### config.mk
export PLATFORM = sky130hd
export DESIGN_NAME = warp_issue_selector
export DESIGN_NICKNAME = d
export VERILOG_FILES = /design/src/rtl/warp_sel_pkg.sv /design/src/rtl/warp_stall_bits.sv /design/src/rtl/warp_rr_picker.sv /design/src/rtl/warp_issue_selector.sv
export SDC_FILE = /design/constraint.sdc
export NUM_CORES = 1
export LEC_CHECK = 0
export BUFFER_PORTS_ARGS = -buffer_cell sky130_fd_sc_hd__clkbuf_2
export CORE_MARGIN = 5
export CORE_UTILIZATION = 55
export CTS_CLUSTER_SIZE = 30
export DETAILED_ROUTE_END_ITERATION = 10
export GPL_TIMING_DRIVEN = 0
export HOLD_SLACK_MARGIN = 0.06
export PLACE_DENSITY = 0.91
export SYNTH_ARGS = -nofsm -noshare
export SYNTH_HDL_FRONTEND = slang
export SYNTH_SLANG_ARGS = --single-unit
### constraint.sdc
create_clock -name clk -period 10.8 [get_ports clk]
set_input_delay 0.54 -clock clk [delete_from_list [all_inputs] [get_ports clk]]
set_output_delay 0.54 -clock clk [all_outputs]
set_load 0.005 [all_outputs]
### src/rtl/warp_sel_pkg.sv
package warp_sel_pkg;

    // Ownership state of the issue slot
    typedef enum logic {
        SEL_OWNED = 1'b0,
        SEL_EMPTY = 1'b1
    } sel_state_e;

endpackage

### src/rtl/warp_stall_bits.sv
module warp_stall_bits #(
    parameter int NW = 8
) (
    input  logic          clk,
    input  logic          rst_n,
    input  logic [NW-1:0] set_i,
    input  logic [NW-1:0] clr_i,
    output logic [NW-1:0] stall_next_o,
    output logic [NW-1:0] stall_q_o
);

    for (genvar w = 0; w < NW; w++) begin : g_bit
        // Release has priority over set
        assign stall_next_o[w] = (stall_q_o[w] | set_i[w]) & ~clr_i[w];

        always_ff @(posedge clk) begin
            if (!rst_n) begin
                stall_q_o[w] <= 1'b0;
            end else begin
                stall_q_o[w] <= stall_next_o[w];
            end
        end
    end


    release_wins_chk: assert property (@(posedge clk) disable iff (!rst_n)
        (|(set_i & clr_i)) |=> ((stall_q_o & $past(set_i & clr_i)) == '0));


    stall_hold_chk: assert property (@(posedge clk) disable iff (!rst_n)
        ((set_i == '0) && (clr_i == '0)) |=> $stable(stall_q_o));


    stall_set_chk: assert property (@(posedge clk) disable iff (!rst_n)
        (|(set_i & ~clr_i)) |=> ((stall_q_o & $past(set_i & ~clr_i)) == $past(set_i & ~clr_i)));

endmodule

### src/rtl/warp_rr_picker.sv
module warp_rr_picker #(
    parameter int NW = 8,
    parameter int IW = (NW > 1) ? $clog2(NW) : 1
) (
    input  logic [IW-1:0] base_i,
    input  logic [NW-1:0] elig_i,
    output logic          hit_o,
    output logic [IW-1:0] winner_o
);

    logic [NW-1:0] rot;
    logic [IW-1:0] offs;

    // Rotate so that position 0 holds warp base+1 and position NW-1 holds base
    always_comb begin
        for (int k = 0; k < NW; k++) begin
            rot[k] = elig_i[IW'(base_i + IW'(k + 1))];
        end
    end

    // Priority encode the lowest set position
    always_comb begin
        hit_o = 1'b0;
        offs  = '0;
        for (int k = 0; k < NW; k++) begin
            if (!hit_o && rot[k]) begin
                hit_o = 1'b1;
                offs  = IW'(k);
            end
        end
    end

    assign winner_o = hit_o ? IW'(base_i + offs + IW'(1)) : base_i;

endmodule

### src/rtl/warp_issue_selector.sv
module warp_issue_selector #(
    parameter int NUM_WARPS = 8
) (
    input  logic                         clk,
    input  logic                         rst_n,
    input  logic [NUM_WARPS-1:0]         active_i,
    input  logic [NUM_WARPS-1:0]         stall_set_i,
    input  logic [NUM_WARPS-1:0]         stall_clr_i,
    input  logic                         advance_i,
    input  logic                         issue_stall_i,
    input  logic                         fetch_stall_i,
    output logic [$clog2(NUM_WARPS)-1:0] warp_idx_o,
    output logic                         found_o
);
    import warp_sel_pkg::*;

    localparam int IW = $clog2(NUM_WARPS);

    sel_state_e      state_q, state_d;
    logic [IW-1:0]   ptr_q;
    logic [NUM_WARPS-1:0] stall_next, stall_q;
    logic [NUM_WARPS-1:0] elig;
    logic            step, hit;
    logic [IW-1:0]   winner;

    assign step = advance_i & ~issue_stall_i & ~fetch_stall_i;

    warp_stall_bits #(.NW(NUM_WARPS)) u_stall (
        .clk          (clk),
        .rst_n        (rst_n),
        .set_i        (stall_set_i),
        .clr_i        (stall_clr_i),
        .stall_next_o (stall_next),
        .stall_q_o    (stall_q)
    );

    assign elig = active_i & ~stall_next;

    warp_rr_picker #(.NW(NUM_WARPS), .IW(IW)) u_pick (
        .base_i   (ptr_q),
        .elig_i   (elig),
        .hit_o    (hit),
        .winner_o (winner)
    );

    // State register and pointer
    always_ff @(posedge clk) begin
        if (!rst_n) begin
            state_q <= SEL_OWNED;
            ptr_q   <= '0;
        end else begin
            state_q <= state_d;
            if (step && hit) begin
                ptr_q <= winner;
            end
        end
    end

    // Next state: LOSE and REGAIN transitions
    always_comb begin
        state_d = state_q;
        unique case (state_q)
            SEL_OWNED: if (step && !hit) state_d = SEL_EMPTY;
            SEL_EMPTY: if (step && hit)  state_d = SEL_OWNED;
            default:   state_d = SEL_OWNED;
        endcase
    end

    // Outputs
    always_comb begin
        warp_idx_o = ptr_q;
        unique case (state_q)
            SEL_OWNED: found_o = 1'b1;
            SEL_EMPTY: found_o = 1'b0;
            default:   found_o = 1'b0;
        endcase
    end


    hold_when_blocked_chk: assert property (@(posedge clk) disable iff (!rst_n)
        !step |=> ($stable(warp_idx_o) && $stable(found_o)));


    found_tracks_lap_chk: assert property (@(posedge clk) disable iff (!rst_n)
        step |=> (found_o == $past(|elig)));


    miss_keeps_idx_chk: assert property (@(posedge clk) disable iff (!rst_n)
        (step && !(|elig)) |=> $stable(warp_idx_o));


    winner_runnable_chk: assert property (@(posedge clk) disable iff (!rst_n)
        hit |-> (active_i[winner] && !stall_next[winner]));


    owner_last_chk: assert property (@(posedge clk) disable iff (!rst_n)
        (step && hit && (winner == ptr_q)) |-> ($countones(elig) == 1));

endmodule

==> reports/metrics.cfg <==
[layout]
drive_gt1_frac=0.3396
final_nets=193
multiInputGateArea_um2=827.0
fillers=173
area_delta_synth_final_pct=20.49
seqCellArea_um2=240.2
stdcell_count=186
num_antenna_cells=0

[route]
route.met3.wl_um=272
ant_nets=0
routed-via-count=1156
top_layer_used=met4
drtIter0Drc=49
wl_met1_um=1131
wl_per_cell_um=15.78
routed_wl_um=2935
drc=0
wl_met2_um=1444
firstDrtPassIters=4
avgViaCountPerCell=6.215

[synthesis]
synthCells=123
synth_nets=156
synth_top_area_share=0.2138
synth_ff_type=dfxtp_1
synth-warning-count=0
yosysMostFrequentCell=dfxtp_1
yosys.area.top_type=dfxtp_1
synth_area_um2=1124
synth.avg_cell_area_um2=9.135
synth-edff-count=0
synth-seq-cells=12
yosys.cell_types.count=35
yosysSeqAreaShare=0.2138
synth_common_cells=dfxtp_1, nand2_1, nor2_1, inv_1, nand2b_1
async_reset_ff_frac=0
synthTopCellsByArea=dfxtp_1, mux4_2, a32o_1, mux2i_1, nand2b_1

[min_path]
min_path_type=register to register

[timing]
worst_pin_slew_ns=0.5803
finalHoldViolations=0
finalCritPeriodShare=0.3607
drv_slew=0
fmax_ghz=0.2567
max-slew-margin-rel=0.6119
setup_viol=0
clock_skew_ns=0.002708
rsz0062_at_grt=false
setup_tns_ns=0
finalCriticalPeriod_ns=3.895

[floorplanning]
core-area_um2=1962
placementRows=16
dieArea_um2=3047
die_h_um=55.20
initial_utilization=0.5727
die_w_um=55.20
ios=33

[global_routing]
grt_max_degree=11
grt_pass1_wl_um=4995
track_usage=0.1978
antenna_found_initial=0
gr-total-overflow=0
grt_pass1_vias=1142

[power]
vdd.ir_drop.worst_v=0.0001063
p_leak_nw=0.5839
powerDensity_nw_per_um2=147.7

[clock_network]
cts.repair.resized=0
clock_sinks=12
cts_tree=done
clockRootBuffer=clkbuf_4
numCtsBuffers=3
htreeDepth=1
cts_hold_buffers=0
cts.path.max_buffers=2
post_cts_buffers=0
path_clk_slew_ns=0.08
clk-insertion-delay-late_ns=0.28

[placed_design]
dp_hpwl_um=2285
routabilityCongestion=0.9312
numPortBuffers=32
dp_cells=182

[outcome]
status=complete, no violations

[critical_path]
crit_fanout=10
critPathRequiredTime_ns=11.02
crit_start=warp_idx_o[1]$_SDFFE_PN0P_
r2r-start=warp_idx_o[1]$_SDFFE_PN0P_
critical_path_class=register to register
cp.arrival_ns=4.12
start_kind=register
crit_path_end_kind=register

[job]
maxCapViolations=0

==> layer usage <==
metal | GRT usage | vias to the layer above
met5 | 0 | -
met4 | 0.07292 | 0
met3 | 0.04895 | 16
met2 | 0.3378 | 67
met1 | 0.2381 | 539
li1 | - | 534
==> stage by stage <==
step | power [mW] | util | setup WS [ns] | hold slack (ns) | cell area, µm²
detailed placement | 0.1587 | 0.6716 | 6.956 | 0.5071 | 1318
floorplan | 0.1345 | - | 7.279 | 0.4779 | 1124
CTS | 0.1983 | 0.6901 | 6.929 | 0.5268 | 1354
finish | 0.1999 | 0.6901 | 6.905 | 0.5250 | 1354
global route | 0.2138 | 0.6901 | 6.724 | 0.5344 | 1354
global placement | 0.1559 | 0.6716 | 7.066 | 0.4980 | 1318
==> area by class of cell <==
type | count | area share
Multi-Input combinational cell | 99 | 0.6109
Clock buffer | 4 | 0.02680
Inverter | 8 | 0.02218
Tap cell | 27 | 0.02495
Sequential cell | 12 | 0.1774
Buffer | 4 | 0.01941
Timing Repair Buffer | 32 | 0.1183
==> worst paths after layout <==
kind | to | slack, ns | depth (start not counted)
max | warp_idx_o[2]$_SDFFE_PN0P_ | 6.90 | 14
min | register | 0.52 | 2
max reg2reg | warp_idx_o[2]$_SDFFE_PN0P_ | 6.90 | 14
min reg2reg | register | 0.52 | 2
==> power by group <==
| part | switching, mW | internal [mW] |
|---|---|---|
| logic | 0.0562 | 0.0548 |
| clock network | 0.0173 | 0.0205 |
| registers | 0.00372 | 0.0473 |
==> state kept, by name, indices dropped and copies added (netlist names), named ones only <==
name / cells
u_stall.stall_q_o: 8
warp_idx_o: 3
==> worst max-delay path, cell delays in order, from the launching register on <==
cell      delay (ns)
dfxtp_1         0.48
inv_1           0.22
ha_1            0.43
buf_6           0.18
a32o_1          0.24
mux4_2          0.49
o21bai_1        0.24
nor2_1          0.14
o211ai_1        0.10
a31o_1          0.23
ha_1            0.19
fa_1            0.37
nand2b_1        0.15
mux2i_1         0.18
mux2i_1         0.19
==> cell usage in the layout, fill, tap and decap left out, types with 3 or more instances in the layout <==
master / n
and2_1: 4
ha_1: 3
inv_1: 8
nor2_1: 10
o32ai_1: 5
a32o_1: 6
o21bai_1: 3
o21ba_2: 4
nand2_1: 11
o22ai_1: 4
clkbuf_2: 32
nand2b_1: 7
nor2b_1: 6
o21ai_0: 3
dfxtp_1: 12
mux2i_1: 6
clkbuf_4: 3
o211ai_1: 3
mux4_2: 6
==> logic make-up after synthesis <==
| logic type | synth area share |
|---|---|
| xor+xnor | 0.01559 |
| mux | 0.1837 |
| simple gates | 0.2027 |
| buf+inv | 0.05012 |
| compound gates | 0.2828 |
| flops | 0.2138 |
| fa+ha+maj | 0.05123 |
Power figures use the tool's default switching activity.
